## config.mk

```make
export PLATFORM = sky130hd
export DESIGN_NAME = dskint_handler
export DESIGN_NICKNAME = d
export VERILOG_FILES = /design/src/rtl/dskint_pkg.sv /design/src/rtl/dskint_classify.sv /design/src/rtl/dskint_stat_store.sv /design/src/rtl/dskint_eoi_seq.sv /design/src/rtl/dskint_handler.sv
export SDC_FILE = /design/constraint.sdc
export NUM_CORES = 1
export LEC_CHECK = 0
export BUFFER_PORTS_ARGS = -buffer_cell sky130_fd_sc_hd__buf_2
export CORE_ASPECT_RATIO = 2
export CORE_MARGIN = 2
export CORE_UTILIZATION = 50
export DETAILED_ROUTE_END_ITERATION = 7
export MAX_ROUTING_LAYER = met4
export PLACE_DENSITY = 0.81
export SLEW_MARGIN = 20
export SYNTH_ARGS = -nofsm -noshare
export SYNTH_HDL_FRONTEND = slang
export SYNTH_SLANG_ARGS = --single-unit
```

## constraint.sdc

```tcl
create_clock -name clk -period 3.3 [get_ports clk]
set_clock_uncertainty 0.05 [all_clocks]
set_input_delay 0.33 -clock clk [delete_from_list [all_inputs] [get_ports clk]]
set_output_delay 0.33 -clock clk [all_outputs]
set_load 0.02 [all_outputs]
```

## src/rtl/dskint_pkg.sv

```systemverilog
// Package: register addresses, bit positions, interrupt type codes and the
// action classes shared by the interrupt service engine and its helpers.
// Assumes a 16-bit attachment data path with byte-wide command fields.
package dskint_pkg;

    // Attachment register selects
    localparam logic [2:0] RA_STATUS = 3'd0;   // busy/status register
    localparam logic [2:0] RA_ISR    = 3'd1;   // interrupt status register
    localparam logic [2:0] RA_SWORD  = 3'd2;   // status word port
    localparam logic [2:0] RA_CTRL   = 3'd3;   // control register
    localparam logic [2:0] RA_ATTN   = 3'd4;   // attention register

    // Status register bit positions
    localparam int SB_PEND  = 0;
    localparam int SB_BUSY  = 1;
    localparam int SB_READY = 2;

    // Interrupt type codes
    localparam logic [3:0] ID_OK        = 4'd1;
    localparam logic [3:0] ID_OK_ECC    = 4'd3;
    localparam logic [3:0] ID_OK_RETRY  = 4'd5;
    localparam logic [3:0] ID_WARN      = 4'd8;
    localparam logic [3:0] ID_ABORTED   = 4'd9;
    localparam logic [3:0] ID_RESET     = 4'd10;
    localparam logic [3:0] ID_XFER_RDY  = 4'd11;
    localparam logic [3:0] ID_ATTN_ERR  = 4'd15;

    // Command codes that carry a residual block count
    localparam logic [4:0] CMD_READ  = 5'd1;
    localparam logic [4:0] CMD_WRITE = 5'd2;

    // Attention code for end of interrupt
    localparam logic [4:0] ATTN_EOI = 5'd2;

    // Control register values
    localparam logic [7:0] CTRL_IEN = 8'h01;
    localparam logic [7:0] CTRL_DMA = 8'h02;

    // Status block word that holds the residual block count
    localparam int RESID_WORD = 2;

    typedef enum logic [2:0] {
        ACT_SPURIOUS,
        ACT_DMA,
        ACT_DONE,
        ACT_QUIET,
        ACT_FATAL,
        ACT_FAIL
    } act_e;

endpackage

```

## src/rtl/dskint_classify.sv

```systemverilog
// Interrupt type classifier: maps a type code onto the follow-up action
// class and tells whether the end-of-interrupt busy poll may be skipped.
// Purely combinational; assumes the code is already isolated from the ISR.
module dskint_classify
    import dskint_pkg::*;
(
    input  logic [3:0] id,
    output act_e       act,
    output logic       skip_poll
);

    // Choose the action class for each type code
    always_comb begin
        case (id)
            4'd0, 4'd2, 4'd4:                           act = ACT_SPURIOUS;
            ID_OK, ID_OK_ECC, ID_OK_RETRY, ID_WARN:     act = ACT_DONE;
            ID_ABORTED, ID_RESET:                       act = ACT_QUIET;
            ID_XFER_RDY:                                act = ACT_DMA;
            ID_ATTN_ERR:                                act = ACT_FATAL;
            default:                                    act = ACT_FAIL;
        endcase
    end

    // Reset-done is acknowledged without waiting for the busy bit
    assign skip_poll = (id == ID_RESET);

endmodule

```

## src/rtl/dskint_stat_store.sv

```systemverilog
// Status block store: DEPTH words, cleared as a whole at the start of each
// accepted interrupt, written one word at a time by index. Indices at or
// beyond DEPTH are dropped. Assumes clear and write never coincide.
module dskint_stat_store #(
    parameter int DEPTH = 8,
    parameter int W     = 16,
    parameter int IDX_W = 8
) (
    input  logic               clk,
    input  logic               rst_n,
    input  logic               clr,
    input  logic               wr_en,
    input  logic [IDX_W-1:0]   wr_idx,
    input  logic [W-1:0]       wr_data,
    output logic [DEPTH*W-1:0] blk
);

    generate
        for (genvar g = 0; g < DEPTH; g++) begin : g_word
            logic [W-1:0] word_q;

            // Hold one status word; zero on reset or block clear
            always_ff @(posedge clk) begin
                if (!rst_n)
                    word_q <= '0;
                else if (clr)
                    word_q <= '0;
                else if (wr_en && (wr_idx == IDX_W'(g)))
                    word_q <= wr_data;
            end

            assign blk[g*W +: W] = word_q;
        end
    endgenerate

    // a block clear and a word write are never requested together
    a_r5_clr_wr_excl: assert property (@(posedge clk) disable iff (!rst_n)
        !(clr && wr_en));

endmodule

```

## src/rtl/dskint_eoi_seq.sv

```systemverilog
// End-of-interrupt attention sequencer: disables attachment interrupts,
// waits for the busy bit to drop (unless told to skip), writes the
// end-of-interrupt attention for the drive, then re-enables interrupts.
// Assumes the owner hands it the register port while it is active.
module dskint_eoi_seq
    import dskint_pkg::*;
#(
    parameter int DATA_W = 16
) (
    input  logic              clk,
    input  logic              rst_n,
    input  logic              start,
    input  logic [2:0]        dev,
    input  logic              skip_poll,
    input  logic [DATA_W-1:0] rdata,
    output logic              rd,
    output logic              wr,
    output logic [2:0]        addr,
    output logic [DATA_W-1:0] wdata,
    output logic              active,
    output logic              done
);

    typedef enum logic [2:0] {E_IDLE, E_OFF, E_POLL, E_ATN, E_ON} est_e;

    est_e        st;
    logic [2:0]  dev_q;
    logic        skip_q;

    // Step through the four-part handshake
    always_ff @(posedge clk) begin
        if (!rst_n) begin
            st     <= E_IDLE;
            dev_q  <= '0;
            skip_q <= 1'b0;
        end else begin
            case (st)
                E_IDLE: if (start) begin
                    st     <= E_OFF;
                    dev_q  <= dev;
                    skip_q <= skip_poll;
                end
                E_OFF:  st <= skip_q ? E_ATN : E_POLL;
                E_POLL: if (!rdata[SB_BUSY]) st <= E_ATN;
                E_ATN:  st <= E_ON;
                E_ON:   st <= E_IDLE;
                default: st <= E_IDLE;
            endcase
        end
    end

    // Drive the register port for the current step
    always_comb begin
        rd    = 1'b0;
        wr    = 1'b0;
        addr  = RA_STATUS;
        wdata = '0;
        case (st)
            E_OFF:  begin wr = 1'b1; addr = RA_CTRL; end
            E_POLL: begin rd = 1'b1; addr = RA_STATUS; end
            E_ATN:  begin wr = 1'b1; addr = RA_ATTN; wdata = DATA_W'({dev_q, ATTN_EOI}); end
            E_ON:   begin wr = 1'b1; addr = RA_CTRL; wdata = DATA_W'(CTRL_IEN); end
            default: ;
        endcase
    end

    assign active = (st != E_IDLE);
    assign done   = (st == E_ON);

    // the attention write is always followed by interrupt re-enable
    a_r12_atn_then_on: assert property (@(posedge clk) disable iff (!rst_n)
        (st == E_ATN) |=> (st == E_ON));

    // while the attachment reports busy, the poll step does not advance
    a_r12_poll_holds: assert property (@(posedge clk) disable iff (!rst_n)
        (st == E_POLL && rdata[SB_BUSY]) |=> (st == E_POLL));

endmodule

```

## src/rtl/dskint_handler.sv

```systemverilog
// Disk attachment interrupt service engine (top). On an interrupt event it
// confirms the pending bit, decodes the interrupt status register, drains
// the status block, performs the type-specific action and, where needed,
// runs the end-of-interrupt handshake. Assumes a single-cycle register
// port whose read data is valid in the cycle of the read strobe.
module dskint_handler
    import dskint_pkg::*;
#(
    parameter int STAT_DEPTH = 8,
    parameter int DATA_W     = 16
) (
    input  logic                         clk,
    input  logic                         rst_n,
    input  logic                         irq_evt,
    output logic                         att_rd,
    output logic                         att_wr,
    output logic [2:0]                   att_addr,
    output logic [DATA_W-1:0]            att_wdata,
    input  logic [DATA_W-1:0]            att_rdata,
    output logic                         busy,
    output logic                         cmd_done,
    output logic                         cmd_fail,
    output logic                         fatal,
    output logic                         len_ovf,
    output logic [DATA_W-1:0]            resid,
    output logic [2:0]                   last_dev,
    output logic [3:0]                   last_id,
    output logic [STAT_DEPTH*DATA_W-1:0] stat_blk
);

    localparam int LEN_W = DATA_W / 2;

    typedef enum logic [3:0] {
        S_IDLE, S_CHK, S_ISR, S_PEEK, S_W0, S_POLL, S_WN,
        S_ACT, S_DMA, S_EOI, S_FIN
    } st_e;

    st_e                state;
    act_e               act_q;
    act_e               cls_act;
    logic               cls_skip;
    logic               skip_q;
    logic [LEN_W-1:0]   len_q;
    logic [LEN_W-1:0]   cnt_q;
    logic [LEN_W-1:0]   len_raw;
    logic [4:0]         cmd_q;
    logic [DATA_W-1:0]  resw_q;

    logic               fsm_rd, fsm_wr;
    logic [2:0]         fsm_addr;
    logic [DATA_W-1:0]  fsm_wdata;

    logic               eoi_start, eoi_rd, eoi_wr, eoi_active, eoi_done;
    logic [2:0]         eoi_addr;
    logic [DATA_W-1:0]  eoi_wdata;

    logic               st_clr, st_wr;
    logic [LEN_W-1:0]   st_idx;

    assign len_raw = att_rdata[DATA_W-1 -: LEN_W];

    dskint_classify u_cls (
        .id        (att_rdata[3:0]),
        .act       (cls_act),
        .skip_poll (cls_skip)
    );

    // Main sequencing and result registers
    always_ff @(posedge clk) begin
        if (!rst_n) begin
            state    <= S_IDLE;
            act_q    <= ACT_SPURIOUS;
            skip_q   <= 1'b0;
            len_q    <= '0;
            cnt_q    <= '0;
            cmd_q    <= '0;
            resw_q   <= '0;
            cmd_done <= 1'b0;
            cmd_fail <= 1'b0;
            fatal    <= 1'b0;
            len_ovf  <= 1'b0;
            resid    <= '0;
            last_dev <= '0;
            last_id  <= '0;
        end else begin
            case (state)
                S_IDLE: if (irq_evt) state <= S_CHK;
                S_CHK:  state <= att_rdata[SB_PEND] ? S_ISR : S_IDLE;
                S_ISR: begin
                    if (cls_act == ACT_SPURIOUS) begin
                        state <= S_IDLE;
                    end else begin
                        state    <= S_PEEK;
                        act_q    <= cls_act;
                        skip_q   <= cls_skip;
                        last_dev <= att_rdata[7:5];
                        last_id  <= att_rdata[3:0];
                        cmd_q    <= '0;
                        resw_q   <= '0;
                        len_ovf  <= 1'b0;
                    end
                end
                S_PEEK: state <= att_rdata[SB_READY] ? S_W0 : S_ACT;
                S_W0: begin
                    cmd_q   <= att_rdata[4:0];
                    len_q   <= (len_raw == '0) ? LEN_W'(1) : len_raw;
                    len_ovf <= (len_raw > LEN_W'(STAT_DEPTH));
                    cnt_q   <= LEN_W'(1);
                    state   <= (len_raw > LEN_W'(1)) ? S_POLL : S_ACT;
                end
                S_POLL: if (att_rdata[SB_READY]) state <= S_WN;
                S_WN: begin
                    if (cnt_q == LEN_W'(RESID_WORD)) resw_q <= att_rdata;
                    cnt_q <= cnt_q + LEN_W'(1);
                    state <= ((cnt_q + LEN_W'(1)) >= len_q) ? S_ACT : S_POLL;
                end
                S_ACT: begin
                    case (act_q)
                        ACT_DMA:   state <= S_DMA;
                        ACT_FATAL: begin fatal <= 1'b1; state <= S_FIN; end
                        ACT_DONE:  begin cmd_done <= 1'b1; cmd_fail <= 1'b0; state <= S_EOI; end
                        ACT_FAIL:  begin cmd_fail <= 1'b1; cmd_done <= 1'b0; state <= S_EOI; end
                        default:   state <= S_EOI;
                    endcase
                end
                S_DMA:  state <= S_FIN;
                S_EOI:  if (eoi_done) state <= S_FIN;
                S_FIN: begin
                    if ((cmd_q == CMD_READ || cmd_q == CMD_WRITE) && act_q != ACT_DMA)
                        resid <= resw_q;
                    state <= S_IDLE;
                end
                default: state <= S_IDLE;
            endcase
        end
    end

    // Register port requests owned by the main sequencer
    always_comb begin
        fsm_rd    = 1'b0;
        fsm_wr    = 1'b0;
        fsm_addr  = RA_STATUS;
        fsm_wdata = '0;
        case (state)
            S_CHK, S_PEEK, S_POLL: begin fsm_rd = 1'b1; fsm_addr = RA_STATUS; end
            S_ISR:                 begin fsm_rd = 1'b1; fsm_addr = RA_ISR; end
            S_W0, S_WN:            begin fsm_rd = 1'b1; fsm_addr = RA_SWORD; end
            S_DMA: begin
                fsm_wr    = 1'b1;
                fsm_addr  = RA_CTRL;
                fsm_wdata = DATA_W'(CTRL_IEN | CTRL_DMA);
            end
            default: ;
        endcase
    end

    // Status store controls: clear on acceptance, write on each drained word
    assign st_clr = (state == S_ISR) && (cls_act != ACT_SPURIOUS);
    assign st_wr  = (state == S_W0) || ((state == S_WN) && (cnt_q < LEN_W'(STAT_DEPTH)));
    assign st_idx = (state == S_W0) ? '0 : cnt_q;

    dskint_stat_store #(
        .DEPTH (STAT_DEPTH),
        .W     (DATA_W),
        .IDX_W (LEN_W)
    ) u_store (
        .clk     (clk),
        .rst_n   (rst_n),
        .clr     (st_clr),
        .wr_en   (st_wr),
        .wr_idx  (st_idx),
        .wr_data (att_rdata),
        .blk     (stat_blk)
    );

    // Hand-off of the end-of-interrupt handshake for acknowledged types
    assign eoi_start = (state == S_ACT) &&
                       (act_q == ACT_DONE || act_q == ACT_FAIL || act_q == ACT_QUIET);

    dskint_eoi_seq #(
        .DATA_W (DATA_W)
    ) u_eoi (
        .clk       (clk),
        .rst_n     (rst_n),
        .start     (eoi_start),
        .dev       (last_dev),
        .skip_poll (skip_q),
        .rdata     (att_rdata),
        .rd        (eoi_rd),
        .wr        (eoi_wr),
        .addr      (eoi_addr),
        .wdata     (eoi_wdata),
        .active    (eoi_active),
        .done      (eoi_done)
    );

    // Merge the two port users; only one is ever active
    assign att_rd    = fsm_rd | eoi_rd;
    assign att_wr    = fsm_wr | eoi_wr;
    assign att_addr  = eoi_active ? eoi_addr  : fsm_addr;
    assign att_wdata = eoi_active ? eoi_wdata : fsm_wdata;
    assign busy      = (state != S_IDLE);

    // a clear pending bit ends service without touching the ISR
    a_r2_clear_flag_exit: assert property (@(posedge clk) disable iff (!rst_n)
        (state == S_CHK && !att_rdata[SB_PEND]) |=> (state == S_IDLE));

    // spurious types return to idle right after the ISR read
    a_r4_spurious_exit: assert property (@(posedge clk) disable iff (!rst_n)
        (state == S_ISR && att_rdata[3:0] == 4'd2) |=> (state == S_IDLE));

    // completion and failure status are never both shown
    a_r8_done_fail_excl: assert property (@(posedge clk) disable iff (!rst_n)
        !(cmd_done && cmd_fail));

    // the fatal flag never drops without reset
    a_r10_fatal_sticky: assert property (@(posedge clk) disable iff (!rst_n)
        fatal |=> fatal);

    // no handshake starts while the engine is in the DMA step or fatal
    a_r7_no_eoi_on_dma: assert property (@(posedge clk) disable iff (!rst_n)
        (state == S_DMA) |-> !eoi_active);

    // the port is never read and written in the same cycle
    a_r12_port_excl: assert property (@(posedge clk) disable iff (!rst_n)
        !(att_rd && att_wr));

endmodule

```

# Yosys cells after proc, flatten, opt, wreduce, memory -nomap -nowiden
# Memory sizes are Yosys's and may differ from the RTL's.
# Cells that the tools add are included.
# Widths: inputs -> output; s select.
totals:
  n_memories: 1
  input_bits: 19
  mem_bits_ro: 48
  latch_bits: 0
  reg_bits: 207
  mem_bits_rw: 0
  word_cells: 151
classes:
  eq_ne: 38
  magnitude_cmp: 4
  n_mul: 0
  bitwise_logic: 4
  div_mod_pow: 0
  n_reduce_logical: 42
  add_sub_neg: 1
  shift: 0
  mux: 36
mem_list:
  columns: ["memory", "depth", "word_bits", "read_ports", "rd_ports_with_merged_regs", "write_ports", "line", "source"]
  rows:
  - ["(name not given)", 16, 3, 1, 0, 0, "dskint_classify.sv:14", "case (id)"]
op_table:
  columns: ["op", "n"]
  rows:
  - ["$mux 16", 3]
  - ["$pmux 4 s10", 1]
  - ["$eq 8x3->1 const B", 4]
  - ["$pmux 16 s2", 1]
  - ["$pmux 8 s2", 2]
  - ["$eq 8x2->1 const B", 3]
  - ["$eq 4x3->1 const B", 4]
  - ["$eq 4x4->1 const B", 4]
  - ["$logic_not 8->1", 2]
  - ["$mux 8", 2]
  - ["$ne 2x2->1 const B", 7]
  - ["$reduce_and 2->1", 7]
  - ["$eq 3x2->1 const B", 4]
  - ["$logic_and 1x1->1", 12]
  - ["$mux 2", 6]
  - ["$mux 4", 3]
  - ["$pmux 3 s4", 1]
  - ["$pmux 5 s2", 1]
  - ["$eq 3x3->1 const B", 3]
  - ["$mux 3", 3]
  - ["$add 8x1->8 const B", 1]
  - ["$eq 4x2->1 const B", 2]
  - ["$eq 8x1->1 const B", 1]
  - ["$ge 8x8->1", 1]
  - ["26 further kinds", 47]

# Depth between registers and ports, before layout
# Gate-level depths: netlist of the first run.
logic_depth:
  depth_word: 6
  ltp_mapped: 10

# Hierarchy
# A second synthesis of the first run with hierarchy kept.
hier_totals:
  cells_unflattened: 942
  area_unflattened_um2: 8917.3
by_module_without_submodules:
  columns: ["module", "n_inst", "area_per_inst_um2", "cells_each", "seq_area_each_um2"]
  rows:
  - ["dskint_stat_store", 1, 4687.0, 441, 2562.5]
  - ["dskint_handler", 1, 3688.5, 432, 1441.4]
  - ["dskint_eoi_seq", 1, 462.9, 59, 140.1]
  - ["dskint_classify", 1, 78.8, 10, 0.0]

# Least setup slack after synthesis of the first run
# No wires, ideal clock.
synth_timing:
  kind: "reg-to-reg"
  startpoint: "register cnt_q[3]"
  endpoint: "register u_store.g_word[5].word_q[10]"
  stages_incl_launch_ff: 8
  arrival_time_ns: 2.304
  path_slack_ns: 0.815
  required_time_ns: 3.119
  synth_period_minus_slack_ns: 2.485
  n_path_buf: 2
  cell_sequence: "dfxtp_1 -> or4_1 -> or3b_1 -> buf_6 -> nor4_4 -> buf_6 -> mux2i_1 -> nor2_2"
synth_via:
  elab_chain_len: 4
  word_cells_on_any_way: 6
  cone_classes: "order compare: 1; eq/ne: 1; mux: 1; reduce/logical: 3"
synth_rtl:
  columns: ["item", "line", "source"]
  rows:
  - ["start, declared", "dskint_handler.sv:44", "logic [LEN_W-1:0] cnt_q;"]
  - ["start signal, assigned", "dskint_handler.sv:114", "cnt_q <= cnt_q + LEN_W'(1);"]
  - ["$lt 8x4->1", "dskint_handler.sv:159", "assign st_wr = (state == S_W0) || ((state == S_WN) && (cnt_q < LEN_W'(STAT_DEPTH)));"]
  - ["$logic_and 1x1->1", "dskint_handler.sv:159", null]
  - ["$logic_or 1x1->1", "dskint_handler.sv:159", null]
  - ["$logic_and 1x1->1 (*)", "dskint_stat_store.sv:28", "else if (wr_en && (wr_idx == IDX_W'(g)))"]
  - ["end signal, assigned", "dskint_stat_store.sv:29", "word_q <= wr_data;"]
  - ["end, declared", "dskint_stat_store.sv:20", "logic [W-1:0] word_q;"]
# Every way passes the cells marked *; elsewhere a longest branch is shown, timed or not.
# A chain may end at the register's enable or synchronous reset.

# Final worst setup path of the first run
layout_timing:
  startpoint: "register state[2]"
  endpoint: "register resw_q[8]"
layout_via:
  elab_chain_len: 3
  word_cells_on_any_way: 7
  cone_classes: "eq/ne: 4; mux: 1; reduce/logical: 2"
layout_rtl:
  columns: ["item", "line", "source"]
  rows:
  - ["start, declared", "dskint_handler.sv:38", "st_e state;"]
  - ["start signal, assigned", "dskint_handler.sv:88", "S_CHK: state <= att_rdata[SB_PEND] ? S_ISR : S_IDLE;"]
  - ["start signal, assigned", "dskint_handler.sv:103", "S_PEEK: state <= att_rdata[SB_READY] ? S_W0 : S_ACT;"]
  - ["start signal, assigned", "dskint_handler.sv:109", "state <= (len_raw > LEN_W'(1)) ? S_POLL : S_ACT;"]
  - ["$eq 4x3->1 / $eq 4x2->1 (equally long branches)", "dskint_handler.sv:86", "case (state)"]
  - ["$ne 2x2->1 (no source line) / $reduce_bool 2->1 (equally long branches)", null, null]
  - ["$reduce_and 3->1 (no source line)", null, null]
  - ["end signal, assigned", "dskint_handler.sv:113", "if (cnt_q == LEN_W'(RESID_WORD)) resw_q <= att_rdata;"]
  - ["end, declared", "dskint_handler.sv:47", "logic [DATA_W-1:0] resw_q;"]
# Several ways; a longest one is shown, not always the timed one.

==> results.toml, run 1 <==
[route]
drtAntennaViolNets = 0
finalWirelength_um = 23400
drt-initial-drc-count = 354
wl_per_cell_um = 18.2
dr.pass1.iters = 5
drc = 0
vias_per_cell = 5.51
vias = 7077

[run_status]
status = "complete, no violations"

[timing]
fmax_mhz = 343
rsz0062_at_grt = "false"
worst_pin_slew_ns = 0.928
finalHoldViolations = 0
slew_headroom = 0.382
setup_viol = 0
tns_ns = 0
period_needed_ns = 2.92
report.final.slew_viol_count = 0
finalCritPeriodShare = 0.884

[pwr]
p_leak_nw = 4.70
power.density_mw_per_mm2 = 498
ir_worst_vdd_mv = 0.427
finalPower_mw = 4.99

[clocking]
cts_tree = "built"
postCtsHoldBufs = 0
cts_made_buffers = 19
postCtsSetupBuffers = 0
postCtsResizedCells = 0
clk_latency_ns = 0.49
clock_sinks = 207
cts.reportedPaths.clkPinSlew_ns = 0.06
cts_buffer_depth = 3
root_buffer = "clkbuf_16"
htreeDepth = 1

[global_routing]
antenna_found_initial = 0
grt_pass1_wl_um = 36300
grt_pass1_vias = 6726
grt_start_max_net_pins = 58
grtUsageTotal = 0.266
grt_overflow = 0

[finish]
fin_nets = 1097
syn_to_final_growth_pct = 18.3
layout.cells.non_filler = 1284
n_fill_cell = 1442
final_layout_size_suffix_gt1_frac = 0.248
antenna-diode-count = 0

[synthesis]
ys_seq_area_frac = 0.489
syn_inst = 923
synth_area_mm2 = 0.00847
synth_edf_count = 0
synth_area_per_cell_um2 = 9.17
synth.largest_area_cell = "dfxtp_1"
synth_top_area_frac = 0.489
yosysWarnings = 0
yosysMostFrequentCell = "dfxtp_1"
async_reset_ff_frac = 0
yosys-top-cells-area = "dfxtp_1, mux2i_1, nor2_1, nand2_1, a21oi_1"
ys_ff_latch = 207
ys.flop_type = "dfxtp_1"
synthTopCellsByCount = "dfxtp_1, mux2i_1, nor2_1, nand2_1, a21oi_1"
synth_cell_types = 51

[worst_setup_path]
worstPathCellList = "or3b_2, nor2_1, a31o_2, nand4_1, o21ai_0"
cp.required_ns = 3.66
end_kind = "flip-flop"
cp_max_fo = 32
worstPathArrival_ns = 3.28
max_stage_delay_ns = 0.68
critPathKind = "reg -> reg"
critPathSlowestCell = "dfxtp_1"
worstSetupStartpointType = "flip-flop"

[die]
die_y_um = 188
dieArea_mm2 = 0.0181
die_x_um = 96.0
start_util = 0.508
core_mm2 = 0.0167
io_pins = 196
rows = 67

[flow_run]
cap_violations = 0

[place]
place.gp.congestion = 0.861
dp_cells = 1254
place_hpwl_um = 15700
io_buffers = 184

[hold_path]
hp-class = "in -> reg"
## critical path: cells and delay by family (launching register included)
kind | cells | cell delay [ns]
compound gates | 2 | 0.71
simple gates | 3 | 1.38
flops | 1 | 0.68
## cell usage in the layout (no fill, tap or decap), types with 11 or more instances in the layout
| cell | n |
|---|---|
| mux2i_1 | 132 |
| a21oi_1 | 51 |
| clkbuf_16 | 19 |
| conb_1 | 11 |
| buf_2 | 184 |
| nor2_1 | 131 |
| inv_1 | 20 |
| buf_4 | 17 |
| dfxtp_1 | 207 |
| o21ai_0 | 28 |
| nor2_2 | 30 |
| nand4_1 | 21 |
| nand2_1 | 100 |
| nor3_1 | 14 |
## cell families after synthesis
logic type | after synthesis | share of synthesized area
simple gates | 338 | 0.187
flops | 207 | 0.489
mux | 132 | 0.156
compound gates | 116 | 0.0814
buf+inv | 109 | 0.0610
fa+ha+maj | 10 | 0.0148
xor+xnor | 10 | 0.0103
other cells | 1 | 0.000443
## per-layer routing
metal  global-route usage  routed length (um)  vias to the layer above  part of all wire
li1                     -                   -                     3375                 -
met5                    -                   0                        -                 0
met3               0.0321                1270                       58             0.054
met1                0.303                8930                     3377              0.38
met2                0.459               12300                      267              0.53
met4                0.108                 869                        0             0.037
## state kept, by name, summed over array words and instances (netlist names), 4 cells and up
register and flops:
len_q 8, last_id 4, cnt_q 8, cmd_q 5, u_store.g_word.word_q 128, state 4, resw_q 16, resid 16
## cell type report
type / count / area (um2) / share of cell area
sequential: 207 / 4140 / 0.414
multi-input combinational: 617 / 3860 / 0.385
timing repair buffer: 203 / 1090 / 0.109
clock buffer: 25 / 508 / 0.0507
tap: 207 / 259 / 0.0259
clock inverter: 5 / 82.6 / 0.00824
inverter: 20 / 75.1 / 0.00750
## path summary, 6_finish.rpt
kind	startpoint	to	slack, ns	depth (start not counted)
max	state[2]$_SDFFE_PN0P_	resw_q[8]$_SDFFE_PN0P_	0.38	5
max reg2reg	state[2]$_SDFFE_PN0P_	resw_q[8]$_SDFFE_PN0P_	0.38	5
min	att_rdata[5]	last_dev[0]$_SDFFE_PN0P_	0.21	3
min reg2reg	u_store.g_word[0].word_q[14]$_SDFFE_PP0P_	u_store.g_word[0].word_q[14]$_SDFFE_PP0P_	0.40	2
## where the power goes
| part | internal [mW] | switching, mW |
|---|---|---|
| Sequential | 2.51 | 0.0270 |
| Clock | 1.24 | 0.916 |
| Combinational | 0.0724 | 0.217 |
## stage by stage
step	hold slack [ns]	area (um2)	utilization	setup slack, ns
6_report	0.206	10000	0.600	0.384
5_1_grt	0.202	10000	0.600	0.219
4_1_cts	0.199	10000	0.600	0.443
3_5_place_dp	0.393	9430	0.565	0.463
3_3_place_gp	0.386	9430	0.565	0.605
2_1_floorplan	0.382	8510	-	0.815
Power figures use the tool's default switching activity.
==> inputs of run 2 (changes only) <==
- CELL_PAD_IN_SITES_DETAIL_PLACEMENT: not set -> 1
- CELL_PAD_IN_SITES_GLOBAL_PLACEMENT: not set -> 2
- CORE_UTILIZATION: 50 -> 32
- PLACE_DENSITY: 0.81 -> 0.85
==> results.toml, run 2 (synthesis results as in run 1) <==
[worst_setup_path]
end_kind = "flip-flop"
crit_path_start = "cnt_q[1]$_SDFFE_PN0N_"
worstPathCellList = "ha_1, nand3_1, nor2_1, xor2_1, ha_1, nand4_1, a211oi_1, o31ai_1, a41oi_1"
max_stage_delay_ns = 0.64
crit_top_cell = "ha_1"
critPathSlowestCell = "dfxtp_1"
r2r_start = "cnt_q[1]$_SDFFE_PN0N_"
cp.required_ns = 3.67
cp_max_fo = 11
worstPathArrival_ns = 3.19
critPathKind = "reg -> reg"
worstSetupStartpointType = "flip-flop"

[timing]
slew_headroom = 0.299
fin_ws_ns = 0.478
finalCritPeriodShare = 0.855
rsz0062_at_grt = "false"
fmax_mhz = 354
worst_pin_slew_ns = 1.05
finalHoldViolations = 0
tns_ns = 0
period_needed_ns = 2.82
setup_viol = 0
report.final.slew_viol_count = 0

[global_routing]
grt_pass1_wl_um = 42700
use_met2 = 0.381
grt.busiest_layer = "met2"
grt_pass1_vias = 7352
grt_start_max_net_pins = 63
antenna_found_initial = 0
grt_use_met1 = 0.218
grtUsageTotal = 0.205
grt_overflow = 0
grtUsageMet3 = 0.0299

[finish]
utilization = 0.393
top_register = "u_store.g_word.word_q"
final_layout_size_suffix_gt1_frac = 0.255
largest_reg_flops = 128
n_fill_cell = 3091
final_cell_mix = "dfxtp_1, buf_2, mux2i_1"
largestRegisters = "u_store.g_word.word_q: 128 flops, resid: 16 flops, resw_q: 16 flops"
syn_to_final_growth_pct = 21.5
final_common_cell = "dfxtp_1"
fin_nets = 1100
antenna-diode-count = 0

[pwr]
finalPower_mw = 5.20
ir_worst_vdd_mv = 0.366
p_leak_nw = 4.75
power.density_mw_per_mm2 = 506

[route]
drc = 0
drtAntennaViolNets = 0
dr.pass1.iters = 4
vias_per_cell = 5.00
vias = 7131
finalWirelength_um = 28300
drt-initial-drc-count = 304
wl_per_cell_um = 19.8

[flow_run]
cap_violations = 0

[place]
io_buffers = 184
place_hpwl_um = 19500
pre_cts_ws_ns = 0.473
place.gp.congestion = 0.801

[die]
start_util = 0.324
rows = 84
die_x_um = 119
die_y_um = 234
io_pins = 196
dieArea_mm2 = 0.0279
core_mm2 = 0.0262

[clocking]
cts_made_buffers = 20
cts_buffer_depth = 3
cts.reportedPaths.clkPinSlew_ns = 0.07
clk_latency_ns = 0.51
postCtsSetupBuffers = 0
root_buffer = "clkbuf_16"
clock_sinks = 207
postCtsHoldBufs = 0
postCtsResizedCells = 0
htreeDepth = 1
cts_tree = "built"

[hold_path]
hold_path.startpoint = "att_rdata[5]"
hp-class = "in -> reg"

[run_status]
status = "complete, no violations"
[run 2: final timing paths]
check	end	slack [ns]	depth (start not counted)
max	state[1]$_SDFFE_PN0P_	0.48	9
min	last_dev[0]$_SDFFE_PN0P_	0.19	3
max reg2reg	state[1]$_SDFFE_PN0P_	0.48	9
min reg2reg	u_store.g_word[0].word_q[4]$_SDFFE_PP0P_	0.41	2
[run 2: metal layers]
metal  wire [um]  share of wire
met5           0              0
met4         912          0.032
met3        1420          0.050
met2       15100           0.53
met1       10800           0.38
[run 2: area by class of cell]
cell class              count  area (um2)  share of cell area
clock inverters             5        63.8             0.00620
inverters                  20        75.1             0.00729
repair buffers            205        1120               0.108
flip-flops and latches    207        4140               0.403
clock buffers              29         604              0.0587
well taps                 344         430              0.0418
multi-input cells         617        3860               0.375
[run 2: per-stage QoR]
stage | cells | hold slack [ns] | instance area [um2]
floorplan | 933 | 0.382 | 8510
global placement | 1393 | 0.387 | 9620
detailed placement | 1393 | 0.401 | 9620
CTS | 1427 | 0.180 | 10300
global route | 1427 | 0.218 | 10300
finish | 1427 | 0.189 | 10300
[run 2: critical path, delay by kind of cell, from the launching register on]
| kind | cells | cell delay (ns) |
|---|---|---|
| AND/OR/NAND/NOR | 3 | 0.51 |
| flip-flops | 1 | 0.64 |
| AO/OA/AOI/OAI | 3 | 0.77 |
| adder cells (fa/ha/maj) | 2 | 0.52 |
| XOR/XNOR | 1 | 0.24 |
[run 2: where the power goes]
group	internal (mW)	total [mW]	leakage [nW]	switching (mW)
Sequential	2.51	2.54	1.67	0.0252
Combinational	0.0755	0.308	2.76	0.233
Clock	1.35	2.36	0.328	1.01
